`config.mk`:
```
export PLATFORM = sky130hd
export DESIGN_NAME = irq_prio_ctrl
export DESIGN_NICKNAME = d
export VERILOG_FILES = /design/src/rtl/irq_pkg.sv /design/src/rtl/irq_lvl_pick.sv /design/src/rtl/irq_act_track.sv /design/src/rtl/irq_prio_ctrl.sv
export SDC_FILE = /design/constraint.sdc
export NUM_CORES = 1
export LEC_CHECK = 0
export ABC_CLOCK_PERIOD_IN_PS = 4800
export BUFFER_PORTS_ARGS = -buffer_cell sky130_fd_sc_hd__buf_2
export CAP_MARGIN = 20
export CORE_ASPECT_RATIO = 1.25
export CORE_MARGIN = 5
export CORE_UTILIZATION = 25
export CTS_BUF_LIST = sky130_fd_sc_hd__clkbuf_8
export CTS_CLUSTER_DIAMETER = 50
export DETAILED_ROUTE_END_ITERATION = 16
export GPL_TIMING_DRIVEN = 0
export PLACE_DENSITY = 0.49
export SYNTH_ARGS = -nofsm -noshare
export SYNTH_HDL_FRONTEND = slang
export SYNTH_SLANG_ARGS = --single-unit
export TNS_END_PERCENT = 10
```
`constraint.sdc`:
```
create_clock -name clk -period 4.8 [get_ports clk]
set_input_delay 0 -clock clk [delete_from_list [all_inputs] [get_ports clk]]
set_output_delay 0 -clock clk [all_outputs]
set_load 0.01 [all_outputs]
```
`src/rtl/irq_pkg.sv`:
```
package irq_pkg;

  // Rank encoding: 0 none, 1 low, 2 medium, 3 high, 4 non-maskable
  typedef logic [2:0] rank_t;

  localparam rank_t RANK_NONE = 3'd0;
  localparam rank_t RANK_LOW  = 3'd1;
  localparam rank_t RANK_MED  = 3'd2;
  localparam rank_t RANK_HIGH = 3'd3;
  localparam rank_t RANK_NMI  = 3'd4;

  // Highest rank present in an active-flag set
  function automatic rank_t top_rank(input logic [3:0] act);
    if (act[3])      return RANK_NMI;
    else if (act[2]) return RANK_HIGH;
    else if (act[1]) return RANK_MED;
    else if (act[0]) return RANK_LOW;
    return RANK_NONE;
  endfunction

  // Active-flag bit that belongs to a rank
  function automatic logic [3:0] rank_bit(input rank_t r);
    case (r)
      RANK_LOW:  return 4'b0001;
      RANK_MED:  return 4'b0010;
      RANK_HIGH: return 4'b0100;
      RANK_NMI:  return 4'b1000;
      default:   return 4'b0000;
    endcase
  endfunction

  // Word address of a source vector: entries two words apart
  function automatic int unsigned src_vector(input int unsigned base,
                                             input int unsigned idx);
    return base + 2 * idx;
  endfunction

endpackage

```
`src/rtl/irq_lvl_pick.sv`:
```
module irq_lvl_pick #(
  parameter int N_SRC = 8,
  parameter int IDX_W = 3
) (
  input  logic [N_SRC-1:0] mask,
  input  logic [IDX_W-1:0] start,
  output logic             hit,
  output logic [IDX_W-1:0] idx
);

  // Circular search from start, first set bit wins
  always_comb begin
    hit = 1'b0;
    idx = '0;
    for (int k = 0; k < N_SRC; k++) begin
      int j;
      j = int'(start) + k;
      if (j >= N_SRC) j = j - N_SRC;
      if (!hit && mask[j]) begin
        hit = 1'b1;
        idx = IDX_W'(j);
      end
    end
  end

endmodule

```
`src/rtl/irq_act_track.sv`:
```
module irq_act_track
  import irq_pkg::*;
(
  input  logic       clk,
  input  logic       rst_n,
  input  logic       set_en,
  input  logic [3:0] set_bit,
  input  logic       ret,
  output logic [3:0] active,
  output rank_t      cur_rank
);

  logic [3:0] clr_bit;

  assign cur_rank = top_rank(active);
  assign clr_bit  = rank_bit(cur_rank);

  always_ff @(posedge clk or negedge rst_n) begin
    if (!rst_n) begin
      active <= 4'b0000;
    end else begin
      active <= (active & ~(ret ? clr_bit : 4'b0000))
              | (set_en ? set_bit : 4'b0000);
    end
  end

endmodule

```
`src/rtl/irq_prio_ctrl.sv`:
```
module irq_prio_ctrl
  import irq_pkg::*;
#(
  parameter int N_SRC    = 8,
  parameter int VEC_W    = 8,
  parameter int BASE_VEC = 4,
  parameter int NMI_VEC  = 2
) (
  input  logic                 clk,
  input  logic                 rst_n,
  input  logic [N_SRC-1:0]     src_req,
  input  logic [2*N_SRC-1:0]   src_lvl,
  input  logic [2:0]           lvl_en,
  input  logic                 rr_en,
  input  logic                 nmi_req,
  input  logic                 irq_ack,
  input  logic                 irq_ret,
  output logic                 irq_valid,
  output logic [VEC_W-1:0]     irq_vec,
  output logic [3:0]           active_lvls
);

  localparam int IDX_W = (N_SRC > 1) ? $clog2(N_SRC) : 1;
  localparam int N_LVL = 3;

  // Named internal events for the checker
  rank_t            cur_rank;
  rank_t            pres_rank;
  logic [3:0]       pres_onehot;
  logic             ack_fire;
  rank_t            cand_rank;
  logic [IDX_W-1:0] cand_idx;
  logic [VEC_W-1:0] cand_vec;

  logic [N_SRC-1:0] lvl_mask [N_LVL];
  logic [N_LVL-1:0] lvl_ok;
  logic [N_LVL-1:0] lvl_hit;
  logic [IDX_W-1:0] lvl_idx  [N_LVL];
  logic [IDX_W-1:0] lvl_start[N_LVL];

  logic [IDX_W-1:0] last_low;
  logic [IDX_W-1:0] low_start;
  logic [IDX_W-1:0] pres_idx;

  // Rotating start point for the low level
  assign low_start = !rr_en ? '0 :
                     (int'(last_low) == N_SRC - 1) ? '0 : last_low + 1'b1;

  // Per-level request masks, eligibility and pickers
  for (genvar l = 0; l < N_LVL; l++) begin : g_lvl
    for (genvar i = 0; i < N_SRC; i++) begin : g_src
      assign lvl_mask[l][i] = src_req[i] && (src_lvl[2*i +: 2] == 2'(l + 1));
    end
    assign lvl_ok[l]    = lvl_en[l] && (3'(l + 1) > cur_rank);
    assign lvl_start[l] = (l == 0) ? low_start : '0;

    irq_lvl_pick #(.N_SRC(N_SRC), .IDX_W(IDX_W)) u_pick (
      .mask  (lvl_mask[l]),
      .start (lvl_start[l]),
      .hit   (lvl_hit[l]),
      .idx   (lvl_idx[l])
    );
  end

  // Cross-level arbitration
  always_comb begin
    cand_rank = RANK_NONE;
    cand_idx  = '0;
    if (nmi_req && cur_rank < RANK_NMI) begin
      cand_rank = RANK_NMI;
    end else if (lvl_ok[2] && lvl_hit[2]) begin
      cand_rank = RANK_HIGH;
      cand_idx  = lvl_idx[2];
    end else if (lvl_ok[1] && lvl_hit[1]) begin
      cand_rank = RANK_MED;
      cand_idx  = lvl_idx[1];
    end else if (lvl_ok[0] && lvl_hit[0]) begin
      cand_rank = RANK_LOW;
      cand_idx  = lvl_idx[0];
    end
  end

  assign cand_vec = (cand_rank == RANK_NMI) ? VEC_W'(NMI_VEC)
                  : VEC_W'(src_vector(BASE_VEC, 32'(cand_idx)));

  // Presentation register: held until acknowledged
  assign ack_fire = irq_valid && irq_ack;

  always_ff @(posedge clk or negedge rst_n) begin
    if (!rst_n) begin
      irq_valid <= 1'b0;
      irq_vec   <= '0;
      pres_rank <= RANK_NONE;
      pres_idx  <= '0;
    end else if (irq_valid) begin
      if (irq_ack) irq_valid <= 1'b0;
    end else if (cand_rank != RANK_NONE) begin
      irq_valid <= 1'b1;
      irq_vec   <= cand_vec;
      pres_rank <= cand_rank;
      pres_idx  <= cand_idx;
    end
  end

  // Last granted low source, for the rotating order
  always_ff @(posedge clk or negedge rst_n) begin
    if (!rst_n)                                last_low <= IDX_W'(N_SRC - 1);
    else if (ack_fire && pres_rank == RANK_LOW) last_low <= pres_idx;
  end

  assign pres_onehot = rank_bit(pres_rank);

  irq_act_track u_act (
    .clk      (clk),
    .rst_n    (rst_n),
    .set_en   (ack_fire),
    .set_bit  (pres_onehot),
    .ret      (irq_ret),
    .active   (active_lvls),
    .cur_rank (cur_rank)
  );

endmodule

```
# Word-level counts from Yosys, hierarchy flattened
# Cells that the tools add are included.
# W data, S select, Z words.
[totals]
regBits = 22
inputBits = 33
out_inout_bits = 13
elab_cells = 263
[op_classes]
add_sub_neg = 17
order_cmp = 20
n_eq_ne = 34
n_mux = 105
n_bitwise = 4
n_reduce_logical = 77
[op_table]
columns = ["operator", "n"]
rows = [
  ["$lt A32 B5 Y1 const B", 8],
  ["$mux W32", 8],
  ["$ge A32 B5 Y1 const B", 7],
  ["$sub A32 B5 Y32 const B", 7],
  ["$mux W3", 28],
  ["$logic_and A1 B1 Y1", 54],
  ["$mux W1", 50],
  ["$eq A2 B2 Y1 const B", 16],
  ["$pmux W4 S4", 2],
  ["$bmux W1 S3", 8],
  ["$logic_not A1 Y1", 21],
  ["$add A3 B3 Y4 const B", 4],
  ["$eq A2 B1 Y1 const B", 8],
  ["$eq A3 B2 Y1 const B", 4],
  ["$mux W2", 6],
  ["$eq A3 B1 Y1 const B", 3],
  ["$eq A3 B3 Y1 const B", 3],
  ["$add A3 B2 Y4 const B", 2],
  ["$mux W4", 2],
  ["$gt A2 B3 Y1 const A", 2],
  ["$add A3 B4 Y5 const A", 1],
  ["$mux W5", 1],
  ["$sub A3 B4 Y5 const B", 1],
  ["$add A3 B1 Y4 const B", 1],
  ["10 further kinds", 10],
]

# Longest topological paths before layout
[logic_depth]
word_depth = 38
ltp_mapped = 15
ltp_nobuf = 14

# Modules after synthesis
# Synthesis repeated with hierarchy kept, for this count alone.
[unflattened]
hier_cells = 461
hier_area_um2 = 4227.8
[by_module_without_submodules]
columns = ["mod", "instances", "cells_each", "area_each_um2", "seq_area_each_um2"]
rows = [
  ["irq_lvl_pick", 3, 105, 980.9, 0.0],
  ["irq_prio_ctrl", 1, 126, 1086.0, 354.1],
  ["irq_act_track", 1, 20, 198.9, 100.1],
]

# Least setup slack after synthesis
# OpenSTA, ideal clock, no wires.
[synth_path]
path_kind = "reg2reg"
from = "reg last_low[0]"
to = "reg irq_vec[3]"
setup_time_ps = 122
arrival_ps = 3421
required_ps = 4678
path_slack_ps = 1258
path_stages_with_launch = 16
n_path_buf = 1
synth_period_minus_slack_ps = 3542
cell_sequence = "dfstp_2 ha_1 ha_1 or3b_1 buf_6 mux2i_2 mux2_2 mux2i_1 nand2b_2 and3b_1 a2111oi_4 o211ai_2 nor2_1 ha_1 nand2_1 o21ai_1"
[synth_via]
elab_chain_cells = 37
elab_cells_between_ends = 103
classes_between = "add/sub: 17; order compare: 8; eq/ne: 2; mux: 59; reduce/logical: 17"
[synth_rtl]
columns = ["element", "line_no", "text"]
rows = [
  ["from (decl)", "irq_prio_ctrl.sv:41", "logic [IDX_W-1:0] last_low;"],
  ["from (signal assigned)", "irq_prio_ctrl.sv:107", "if (!rst_n) last_low <= IDX_W'(N_SRC - 1);"],
  ["from (signal assigned)", "irq_prio_ctrl.sv:108", "else if (ack_fire && pres_rank == RANK_LOW) last_low <= pres_idx;"],
  ["$add A3 B1 Y3 or $eq A3 B1 Y1 (tied branches)", "irq_prio_ctrl.sv:47", "(int'(last_low) == N_SRC - 1) ? '0 : last_low + 1'b1;"],
  ["$mux W3 *", "irq_prio_ctrl.sv:47", ""],
  ["$mux W3 *", "irq_prio_ctrl.sv:46", "assign low_start = !rr_en ? '0 :"],
  ["branches (longest 28 deep; another with $sub A32 B5 Y32)", "--", ""],
  ["$mux W3 *", "irq_prio_ctrl.sv:77", "end else if (lvl_ok[0] && lvl_hit[0]) begin"],
  ["$mux W3 *", "irq_prio_ctrl.sv:74", "end else if (lvl_ok[1] && lvl_hit[1]) begin"],
  ["$mux W3 *", "irq_prio_ctrl.sv:71", "end else if (lvl_ok[2] && lvl_hit[2]) begin"],
  ["$mux W3 *", "irq_prio_ctrl.sv:69", "if (nmi_req && cur_rank < RANK_NMI) begin"],
  ["net cand_idx[1]", "irq_prio_ctrl.sv:32", "logic [IDX_W-1:0] cand_idx;"],
  ["$add A3 B4 Y5 *", "irq_pkg.sv:35", "return base + 2 * idx;"],
  ["$mux W5 *", "irq_prio_ctrl.sv:83", "assign cand_vec = (cand_rank == RANK_NMI) ? VEC_W'(NMI_VEC)"],
  ["to (signal assigned)", "irq_prio_ctrl.sv:99", "irq_vec <= cand_vec;"],
  ["to (decl)", "irq_prio_ctrl.sv:19", "output logic [VEC_W-1:0] irq_vec,"],
]
# Mark *: on every way through the listed nets, which the timed path passes. The select of a mux whose other input is x is not followed.
# A chain may end at the register's enable or synchronous reset.

# Worst setup path after layout
# Ends and elaborated chain as after synthesis.

==> impl_metrics.json <==
{
  "outcome": "finished, final reports clean",
  "synth.lib_cells_used.distinct": 69,
  "route.antenna.remaining_nets": 0,
  "final_number_of_max_transition_violations": 0,
  "postSynthCellCount": 269,
  "timing.setup.tns_ns": 0,
  "tritoncts.num_buffers": 3,
  "drt-initial-drc-count": 99,
  "antenna-diode-count": 0,
  "worst_hold_path.num_cells": 3,
  "cts-resized-gates": 0,
  "min_from": "irq_ack",
  "final-hold-violation-count": 0,
  "hpwlAfterDp_um": 5350,
  "avgViaCountPerCell": 4.98,
  "die_height_um": 117,
  "yosys_register_bits": 18,
  "timing.clock.skew_ns": 0.00116,
  "worstSkewPairLatency_ns": 0.25,
  "critical_path_start_type": "flop",
  "ioPinCount": 46,
  "crit_arrival_ns": 4.13,
  "totalWireLength_um": 6460,
  "post_route_cells_drive_above_1_share_pct": 28.4,
  "synthesized_area_mm2": 0.00230,
  "clockRootBuffer": "sky130_fd_sc_hd__clkbuf_8",
  "place.gp.congestion": 0.858,
  "cts_buffer_depth": 2,
  "worstReg2RegEnd": "irq_vec[3]$_DFFE_PN0P_",
  "leakage_nw": 1.23,
  "cap_viol_max_count": 0,
  "port_buffers": 41,
  "detail_route.drc_violations": 0,
  "period_share_pct": 83.1,
  "syn2layout_area_growth_pct": 19.6,
  "antenna_found_initial": 0,
  "detailedRoute.firstPassIterationCount": 4,
  "synth-edff-count": 0,
  "wl_per_cell_um": 14.6,
  "worst_pin_slew_ns": 0.671,
  "synth_area_per_cell_um2": 8.55,
  "floorplan.die_area_mm2": 0.0112,
  "grt_overflow": 0,
  "grt_max_degree": 19,
  "placement_rows": 39,
  "reg2reg_depth": 15,
  "power.density_cell_area_mw_per_mm2": 431,
  "first_global_vias": 2235,
  "clkTransAtPathRegs_ns": 0.07,
  "timing.hold.worst.class": "in -> reg",
  "worst_hold_path.endpoint": "irq_valid$_DFF_PN0_",
  "start_util_pct": 25.3,
  "unrepaired_setup_endpoints_after_global_routing": "no",
  "crit_type": "reg -> reg",
  "dr_total_vias": 2208,
  "die_w_um": 95.8,
  "net_total_in_the_final_layout": 357,
  "finalSetupViolCount": 0,
  "seq_area_frac_synth_pct": 19.7,
  "timing.slew.headroom_pct": 55.1,
  "total_power_mw": 1.19,
  "synth-async-reset-ratio_pct": 100,
  "regToRegSetupSlack_ns": 0.81,
  "ys_dominant_reg_cell": "sky130_fd_sc_hd__dfrtp_1",
  "r2r_start": "last_low[0]$_DFFE_PN1P_",
  "synth-warning-count": 0,
  "crit_path_end_kind": "flop",
  "finalWorstPathRequiredPeriod_ns": 3.99,
  "timing.critical_path.fanout_max": 10,
  "clock_tree_from_tritoncts": "yes",
  "ir_worst_vdd_v": 0.000279,
  "numClockSinks": 18,
  "global_route_usage_over_all_layers_pct": 11.7,
  "clock_tree.htree_level_count": 1,
  "wire_length_of_the_first_global_routing_pass_um": 10500,
  "cp_data_required_time_ns": 4.94,
  "maxClockFrequency_ghz": 0.251,
  "core-area_mm2": 0.00908
}
## per-layer routing
layer / share of wire (%) / track usage (%) / vias up
met2: 53 / 22.1 / 39
met5: 0 / 0 / -
li1: - / - / 1114
met4: 1.2 / 2.18 / 0
met1: 43 / 14.5 / 1051
met3: 2.8 / 0.703 / 4
## synth_stat cells (2+ instances only)
| cell | instances | area (um2) |
|---|---|---|
| sky130_fd_sc_hd__and3b_1 | 4 | 35.0 |
| sky130_fd_sc_hd__o21ai_1 | 3 | 15.0 |
| sky130_fd_sc_hd__o31ai_1 | 5 | 37.5 |
| sky130_fd_sc_hd__o221ai_1 | 2 | 17.5 |
| sky130_fd_sc_hd__nor3_1 | 13 | 65.1 |
| sky130_fd_sc_hd__mux2i_2 | 2 | 27.5 |
| sky130_fd_sc_hd__nand3_1 | 12 | 60.1 |
| sky130_fd_sc_hd__a21oi_1 | 9 | 45.0 |
| sky130_fd_sc_hd__a31o_2 | 2 | 17.5 |
| sky130_fd_sc_hd__and3_1 | 2 | 12.5 |
| sky130_fd_sc_hd__dfrtp_1 | 15 | 375 |
| sky130_fd_sc_hd__o22ai_1 | 3 | 18.8 |
| sky130_fd_sc_hd__nor2b_1 | 5 | 31.3 |
| sky130_fd_sc_hd__nand2_1 | 30 | 113 |
| sky130_fd_sc_hd__buf_2 | 4 | 20.0 |
| sky130_fd_sc_hd__o31a_1 | 2 | 17.5 |
| sky130_fd_sc_hd__ha_1 | 3 | 37.5 |
| sky130_fd_sc_hd__a21o_1 | 5 | 37.5 |
| sky130_fd_sc_hd__a31oi_1 | 4 | 25.0 |
| sky130_fd_sc_hd__mux2i_1 | 21 | 210 |
| sky130_fd_sc_hd__o21ai_0 | 9 | 45.0 |
| sky130_fd_sc_hd__nor2_1 | 24 | 90.1 |
| sky130_fd_sc_hd__inv_1 | 6 | 22.5 |
| sky130_fd_sc_hd__a311oi_1 | 2 | 17.5 |
| sky130_fd_sc_hd__a211oi_1 | 3 | 22.5 |
| sky130_fd_sc_hd__nor3b_1 | 2 | 15.0 |
| sky130_fd_sc_hd__buf_4 | 5 | 37.5 |
| sky130_fd_sc_hd__mux2i_4 | 2 | 45.0 |
| sky130_fd_sc_hd__mux4_2 | 3 | 67.6 |
| sky130_fd_sc_hd__dfstp_2 | 3 | 78.8 |
| sky130_fd_sc_hd__nand2b_1 | 5 | 31.3 |
| sky130_fd_sc_hd__xnor2_1 | 2 | 17.5 |
| sky130_fd_sc_hd__nor4b_1 | 2 | 17.5 |
| sky130_fd_sc_hd__mux2_2 | 8 | 90.1 |
| sky130_fd_sc_hd__nand3b_1 | 11 | 82.6 |
| sky130_fd_sc_hd__mux2_4 | 2 | 30.0 |
| sky130_fd_sc_hd__nand4b_1 | 2 | 17.5 |
## kinds of logic (layout without fill, tap and decap cells)
logic type	Yosys count	in the layout	synth area share, %
XOR/XNOR	3	3	1.14
multiplexers	39	39	20.9
adder cells (fa/ha/maj)	3	3	1.63
flip-flops	18	18	19.7
buffers and inverters	16	64	3.97
AO/OA/AOI/OAI	62	62	20.2
AND/OR/NAND/NOR	127	127	32.2
other	1	4	0.163
## worst max path at each step
stage / cells past startpoint / end / slack [ns] / startpoint
3_5_place_dp: 15 / irq_vec[3]$_DFFE_PN0P_ / 0.81 / last_low[0]$_DFFE_PN1P_
3_3_place_gp: 15 / irq_vec[3]$_DFFE_PN0P_ / 0.84 / last_low[0]$_DFFE_PN1P_
4_1_cts: 15 / irq_vec[3]$_DFFE_PN0P_ / 0.80 / last_low[0]$_DFFE_PN1P_
2_1_floorplan: 15 / irq_vec[3]$_DFFE_PN0P_ / 1.26 / last_low[0]$_DFFE_PN1P_
6_report: 15 / irq_vec[3]$_DFFE_PN0P_ / 0.81 / last_low[0]$_DFFE_PN1P_
5_1_grt: 15 / irq_vec[3]$_DFFE_PN0P_ / 0.60 / last_low[0]$_DFFE_PN1P_
## flip-flops by register name, indices dropped and copies added, names as in the netlist
signal and flops:
irq_valid 1, irq_vec 4, last_low 3, pres_idx 3, pres_rank 3, u_act.active 4
## where the power goes
part / total, mW / leakage [nW] / switching [mW] / internal (mW)
logic: 0.804 / 0.979 / 0.459 / 0.345
clock network: 0.122 / 0.0288 / 0.0495 / 0.0727
registers: 0.260 / 0.226 / 0.0481 / 0.212
total: 1.19 / 1.23 / 0.557 / 0.629
## layout make-up
cell class,instances,area [um2]
fillers,1006,6330
multi-input cells,238,1770
flip-flops and latches,18,454
repair buffers,44,230
well taps,123,154
plain buffers,10,68.8
clock buffers,4,55.1
inverters,6,22.5
## repair_timing
item	in CTS	in global routing
hold endpoints to repair	16	0
setup buffers	0	0
hold buffers	2	0
## through the flow
stage	hold slack [ns]	instances	util [%]	setup WS (ns)	instance area, um2
floorplan	-0.296	272	-	1.26	2310
global placement	-0.0394	436	29.4	0.835	2670
detailed placement	-0.0427	436	29.4	0.810	2670
CTS	0.0645	442	30.2	0.801	2750
global route	0.0862	443	30.3	0.604	2750
finish	0.0715	443	30.3	0.810	2750
## cells in the final DEF, fill, tap and decap left out, types with 4 or more instances in the layout
| cell type | netlist | routed |
|---|---|---|
| sky130_fd_sc_hd__mux2_2 | 8 | 8 |
| sky130_fd_sc_hd__nand3_1 | 12 | 12 |
| sky130_fd_sc_hd__nand2_1 | 30 | 30 |
| sky130_fd_sc_hd__inv_1 | 6 | 6 |
| sky130_fd_sc_hd__nand3b_1 | 11 | 11 |
| sky130_fd_sc_hd__a21o_1 | 5 | 5 |
| sky130_fd_sc_hd__o21ai_0 | 9 | 9 |
| sky130_fd_sc_hd__dfrtp_1 | 15 | 15 |
| sky130_fd_sc_hd__and3b_1 | 4 | 4 |
| sky130_fd_sc_hd__nor2_1 | 24 | 24 |
| sky130_fd_sc_hd__a31oi_1 | 4 | 4 |
| sky130_fd_sc_hd__a21oi_1 | 9 | 9 |
| sky130_fd_sc_hd__o31ai_1 | 5 | 5 |
| sky130_fd_sc_hd__nand2b_1 | 5 | 5 |
| sky130_fd_sc_hd__buf_2 | 4 | 45 |
| sky130_fd_sc_hd__mux2i_1 | 21 | 21 |
| sky130_fd_sc_hd__conb_1 | 1 | 4 |
| sky130_fd_sc_hd__clkbuf_8 | 0 | 4 |
| sky130_fd_sc_hd__nor2b_1 | 5 | 5 |
| sky130_fd_sc_hd__buf_4 | 5 | 5 |
| sky130_fd_sc_hd__nor3_1 | 13 | 13 |
## worst max-delay path, stage by stage, from the launching register on
cell,delay (ns)
sky130_fd_sc_hd__dfstp_2,0.41
sky130_fd_sc_hd__ha_1,0.20
sky130_fd_sc_hd__ha_1,0.25
sky130_fd_sc_hd__or3b_1,0.47
sky130_fd_sc_hd__buf_6,0.19
sky130_fd_sc_hd__mux2i_2,0.19
sky130_fd_sc_hd__mux2_2,0.33
sky130_fd_sc_hd__mux2i_1,0.38
sky130_fd_sc_hd__nand2b_2,0.20
sky130_fd_sc_hd__and3b_1,0.24
sky130_fd_sc_hd__a2111oi_4,0.34
sky130_fd_sc_hd__o211ai_2,0.19
sky130_fd_sc_hd__nor2_1,0.14
sky130_fd_sc_hd__ha_1,0.24
sky130_fd_sc_hd__nand2_1,0.06
sky130_fd_sc_hd__o21ai_1,0.06
No activity file was read; power rests on OpenSTA's default activity.
